--- src/rtl/srl_exec.sv ---
module srl_exec #(
  parameter int          W        = 16,
  parameter int          LAT_ONE  = 6,
  parameter int          LAT_TWO  = 8,
  parameter logic [15:0] OPC_BASE = 16'h0060
) (
  input  logic         clk,
  input  logic         rst,
  input  logic         start,
  input  logic [15:0]  opcode,
  input  logic         ld_en,
  input  logic [1:0]   ld_sel,
  input  logic [W-1:0] ld_data,
  input  logic [1:0]   rd_sel,
  output logic [W-1:0] rd_data,
  output logic         busy,
  output logic         done,
  output logic         err,
  output logic         sign_flag,
  output logic         zero_flag,
  output logic         int_ok
);
  localparam int NREG = 4;
  localparam int CW   = $clog2(LAT_TWO + 1);

  logic [W-1:0]  rf [NREG];
  logic [1:0]    tsel;
  logic          tamt;
  logic [CW-1:0] cnt;
  logic          legal;
  logic [W-1:0]  res;

  assign legal   = (opcode[15:3] == OPC_BASE[15:3]);
  assign res     = tamt ? (rf[tsel] >> 2) : (rf[tsel] >> 1);
  assign rd_data = rf[rd_sel];
  assign int_ok  = ~busy;

  always_ff @(posedge clk) begin
    if (rst) begin
      for (int i = 0; i < NREG; i++) rf[i] <= '0;
      busy      <= 1'b0;
      done      <= 1'b0;
      err       <= 1'b0;
      sign_flag <= 1'b0;
      zero_flag <= 1'b0;
      cnt       <= '0;
      tsel      <= '0;
      tamt      <= 1'b0;
    end else begin
      err <= 1'b0;
      if (ld_en) rf[ld_sel] <= ld_data;
      if (!busy) begin
        done <= 1'b0;
        if (start) begin
          if (legal) begin
            busy <= 1'b1;
            tsel <= opcode[1:0];
            tamt <= opcode[2];
            cnt  <= opcode[2] ? CW'(LAT_TWO - 1) : CW'(LAT_ONE - 1);
          end else begin
            err <= 1'b1;
          end
        end
      end else begin
        cnt <= cnt - 1'b1;
        if (cnt == CW'(1)) begin
          rf[tsel]  <= res;
          sign_flag <= res[W-1];
          zero_flag <= (res == '0);
          done      <= 1'b1;
        end
        if (cnt == '0) begin
          busy <= 1'b0;
          done <= 1'b0;
        end
      end
    end
  end
endmodule


--- config.mk ---
export PLATFORM = sky130hd
export DESIGN_NAME = srl_exec
export DESIGN_NICKNAME = d
export VERILOG_FILES = /design/src/rtl/srl_exec.sv
export SDC_FILE = /design/constraint.sdc
export NUM_CORES = 1
export LEC_CHECK = 0
export BUFFER_PORTS_ARGS = -buffer_cell sky130_fd_sc_hd__buf_2
export CAP_MARGIN = 25
export CORE_ASPECT_RATIO = 1.2
export CORE_MARGIN = 2
export CORE_UTILIZATION = 58
export DETAILED_ROUTE_END_ITERATION = 8
export GPL_TIMING_DRIVEN = 0
export PLACE_DENSITY = 0.87
export SETUP_SLACK_MARGIN = 0.5
export SLEW_MARGIN = 20
export SYNTH_ARGS = -nofsm -noshare
export SYNTH_HDL_FRONTEND = slang
export SYNTH_SLANG_ARGS = --single-unit
--- constraint.sdc ---
create_clock -name clk -period 2.4 [get_ports clk]
set_input_delay 0.24 -clock clk [delete_from_list [all_inputs] [get_ports clk]]
set_output_delay 0.24 -clock clk [all_outputs]
set_load 0.02 [all_outputs]
==> qor.yml <==
timing:
  clock_skew_ps: 16.59
  fin_ws_ps: 358.7
  max_freq_ghz: 0.4899
  final_hold_viol_count: 0
  drv_slew: 0
  setup_viol: 0
  rsz0062_at_grt: "yes"
  period_needed_ps: 2041
  worst-slew-pin-transition_ps: 676.6
  whs_ps: 154.7
  fin_crit_sh_pct: 85.05
  max-slew-margin-rel_pct: 54.70
critical_path:
  worstPathRequired_ps: 2700
  critPathTopFamily: "multiplexers"
  crit_chain: "buf_6 > mux4_1 > nor4_1 > a41o_1"
  reg2reg_depth: 4
  worstPathArrival_ps: 2340
  crit_fanout: 8
  cp_slowest_cell: "mux4_1"
  path_class: "register to register"
  path_buf_inv: 1
  cp-end-kind: "register"
  slowest_delay_ps: 700
  start_kind: "register"
  path_depth: 4
logic_synthesis:
  synth_cell_types: 45
  netlist_instances: 371
  netlist_area_sq_um: 4367
  synth_nets: 414
  seq_area_frac_synth_pct: 49.05
  ys_warn_count: 0
  async_flop_share_pct: 0
  synth_area_per_cell_sq_um: 11.77
  synth-edff-count: 60
  synth-seq-cells: 77
  synth_top_flop_cell: "edfxtp_1"
grt:
  grt_start_max_net_pins: 16
  antenna_found_initial: 0
  grt_pass1_vias: 3896
  grt_use_total_pct: 31.25
  grt-ovfl-total: 0
  grt_pass1_wl_microns: 19690
route:
  drc: 0
  route.vias.total: 4147
  routed_via_density: 7.499
  drtPass1Iterations: 7
  first_iter_violations: 781
  wl_per_cell_microns: 26.44
  routed_wl_microns: 14620
  ant_nets: 0
pwr:
  leakagePower_uw: 0.001882
  peakVddDrop_mv: 0.3755
  p_per_area_nw_per_um2: 543.6
flow_run:
  maxCapViolations: 0
clocking:
  clockBufferDepth: 2
  insertion_delay_ps: 370
  cts_num_sinks: 77
  cts_hold_buf: 0
  cts_max_level: 3
  cts_tree: "built"
  clk_pin_slew_ps: 80
  cts-buffers-inserted: 9
  cts_root_buf: "clkbuf_8"
worst_hold_path:
  hp-class: "primary input to register"
  min_delay_path_depth: 3
die:
  row_count: 34
  die_area_sq_um: 8242
  coreArea_sq_um: 7274
  ios: 62
  die_x_microns: 83.21
  die_y_microns: 99.05
  start_util_pct: 60.03
run_status:
  status: "completed"
cells_and_area:
  n_fill_cell: 428
  diodes: 0
  stdcell_count: 553
  drive_above_1_share_pct: 38.01
  area_growth_pct: 23.78
  fin_nets: 502
placement:
  dp_cells: 519
  gp_congestion: 0.8962
  dp_hpwl_microns: 8348
  pre_cts_ws_ps: -54.53
  portBuffers: 58
routing by layer:
layer | up-vias | routed length, microns | GRT usage, %
met5 | - | 0 | 0
met4 | 0 | 1184 | 19.29
met3 | 141 | 2037 | 7.705
met2 | 447 | 6753 | 51.43
met1 | 1907 | 4648 | 37.08
li1 | 1652 | - | -
power breakdown:
part / internal [uW] / switching, uW / total (uW) / leakage, uW
sequential: 1520 / 46.8 / 1560 / 0.000721
combinational: 171 / 244 / 415 / 0.00107
clock: 470 / 491 / 960 / 0.0000919
flip-flops by register name (all words and copies together) (netlist names), named ones only:
name,count
busy,1
cnt,4
done,1
err,1
rf,64
tamt,1
tsel,2
zero_flag,1
stage by stage:
| step | area [sq um] | power (uW) | setup TNS, ps | utilization, % |
|---|---|---|---|---|
| after floorplan | 4387 | 1791 | 0 | - |
| after global placement | 4790 | 1911 | 0 | 65.84 |
| after detailed placement | 4790 | 1933 | -808.3 | 65.84 |
| after CTS | 5099 | 2853 | 0 | 70.09 |
| after global routing | 5405 | 2988 | 0 | 74.30 |
| final | 5405 | 2938 | 0 | 74.30 |
path summary, 6_finish.rpt:
check,start,endpoint,slack [ps]
min,opcode[0],register,150
min reg2reg,done$_SDFFE_PP0N_,done$_SDFFE_PP0N_,510
max,register,zero_flag$_SDFFE_PP0P_,360
max reg2reg,register,zero_flag$_SDFFE_PP0P_,360
logic make-up (layout without fill, tap and decap cells):
logic type | Yosys count | in the layout | synth area share, %
compound gates | 84 | 84 | 10.23
xor+xnor | 1 | 1 | 0.2006
flops | 77 | 77 | 49.05
simple gates | 119 | 122 | 15.36
buf+inv | 40 | 129 | 4.183
mux | 46 | 46 | 20.03
other cells | 1 | 1 | 0.08588
fa+ha+maj | 3 | 3 | 0.8597
cell usage after synthesis, drive strengths merged (2+ instances only):
| cell type | number | area, sq um |
|---|---|---|
| nand3 | 66 | 330.3 |
| o21ai | 64 | 320.3 |
| edfxtp | 60 | 1802 |
| mux4 | 30 | 713.2 |
| clkbuf | 18 | 67.56 |
| dfxtp | 17 | 340.3 |
| buf | 16 | 92.59 |
| mux2i | 15 | 150.1 |
| a21oi | 11 | 55.05 |
| nor2 | 10 | 37.54 |
| inv | 6 | 22.52 |
| nand2 | 6 | 22.52 |
| nor3 | 5 | 25.02 |
| nor3b | 4 | 35.03 |
| nor4 | 4 | 31.28 |
| ha | 3 | 37.54 |
| nor2b | 3 | 18.77 |
| nor4bb | 3 | 30.03 |
| or3 | 3 | 18.77 |
| a2111oi | 2 | 17.52 |
| a211oi | 2 | 15.01 |
| and3 | 2 | 12.51 |
| and4 | 2 | 17.52 |
| nand2b | 2 | 12.51 |
| nand4 | 2 | 12.51 |
| nand4b | 2 | 17.52 |
| nor4b | 2 | 23.77 |
layout by cell type (no fill, tap or decap), types with 3 or more instances in the layout:
master | synthesis | routed
nor4_1 | 3 | 3
or3_4 | 0 | 5
mux4_1 | 10 | 3
a21oi_1 | 11 | 10
buf_6 | 2 | 3
nor4bb_1 | 3 | 3
clkbuf_2 | 0 | 4
nor3_1 | 5 | 4
o21ai_0 | 64 | 48
buf_4 | 1 | 17
nand3_1 | 66 | 64
nand2_1 | 6 | 6
clkbuf_8 | 0 | 9
mux2i_4 | 0 | 11
o21ai_1 | 0 | 16
clkinv_2 | 0 | 3
nor3b_1 | 3 | 3
dfxtp_1 | 17 | 15
buf_2 | 11 | 73
edfxtp_1 | 60 | 60
nor2_1 | 10 | 10
mux4_2 | 20 | 27
clkbuf_1 | 18 | 6
inv_1 | 6 | 4
tightest hold or removal path: stages:
cell and delay (ps):
buf_2 100, nand3_1 60, a21oi_1 70
layout make-up:
cell class,instances,area (sq um),share of cell area (%)
inverter,6,22.52,0.4167
sequential,77,2145,39.68
tap,90,112.6,2.083
buffer,34,209.0,3.866
clock buffer,10,127.6,2.361
multi-input combinational,257,2287,42.31
timing repair buffer,74,449.2,8.310
clock inverter,5,52.55,0.9722
repair_timing:
action	4_1_cts	5_1_grt
setup buffers	5	9
setup endpoints to repair	119	121
gates resized for setup	28	78
hold endpoints to repair	0	0
pin swaps	3	3
gates cloned	1	4
Power figures use the tool's default switching activity.
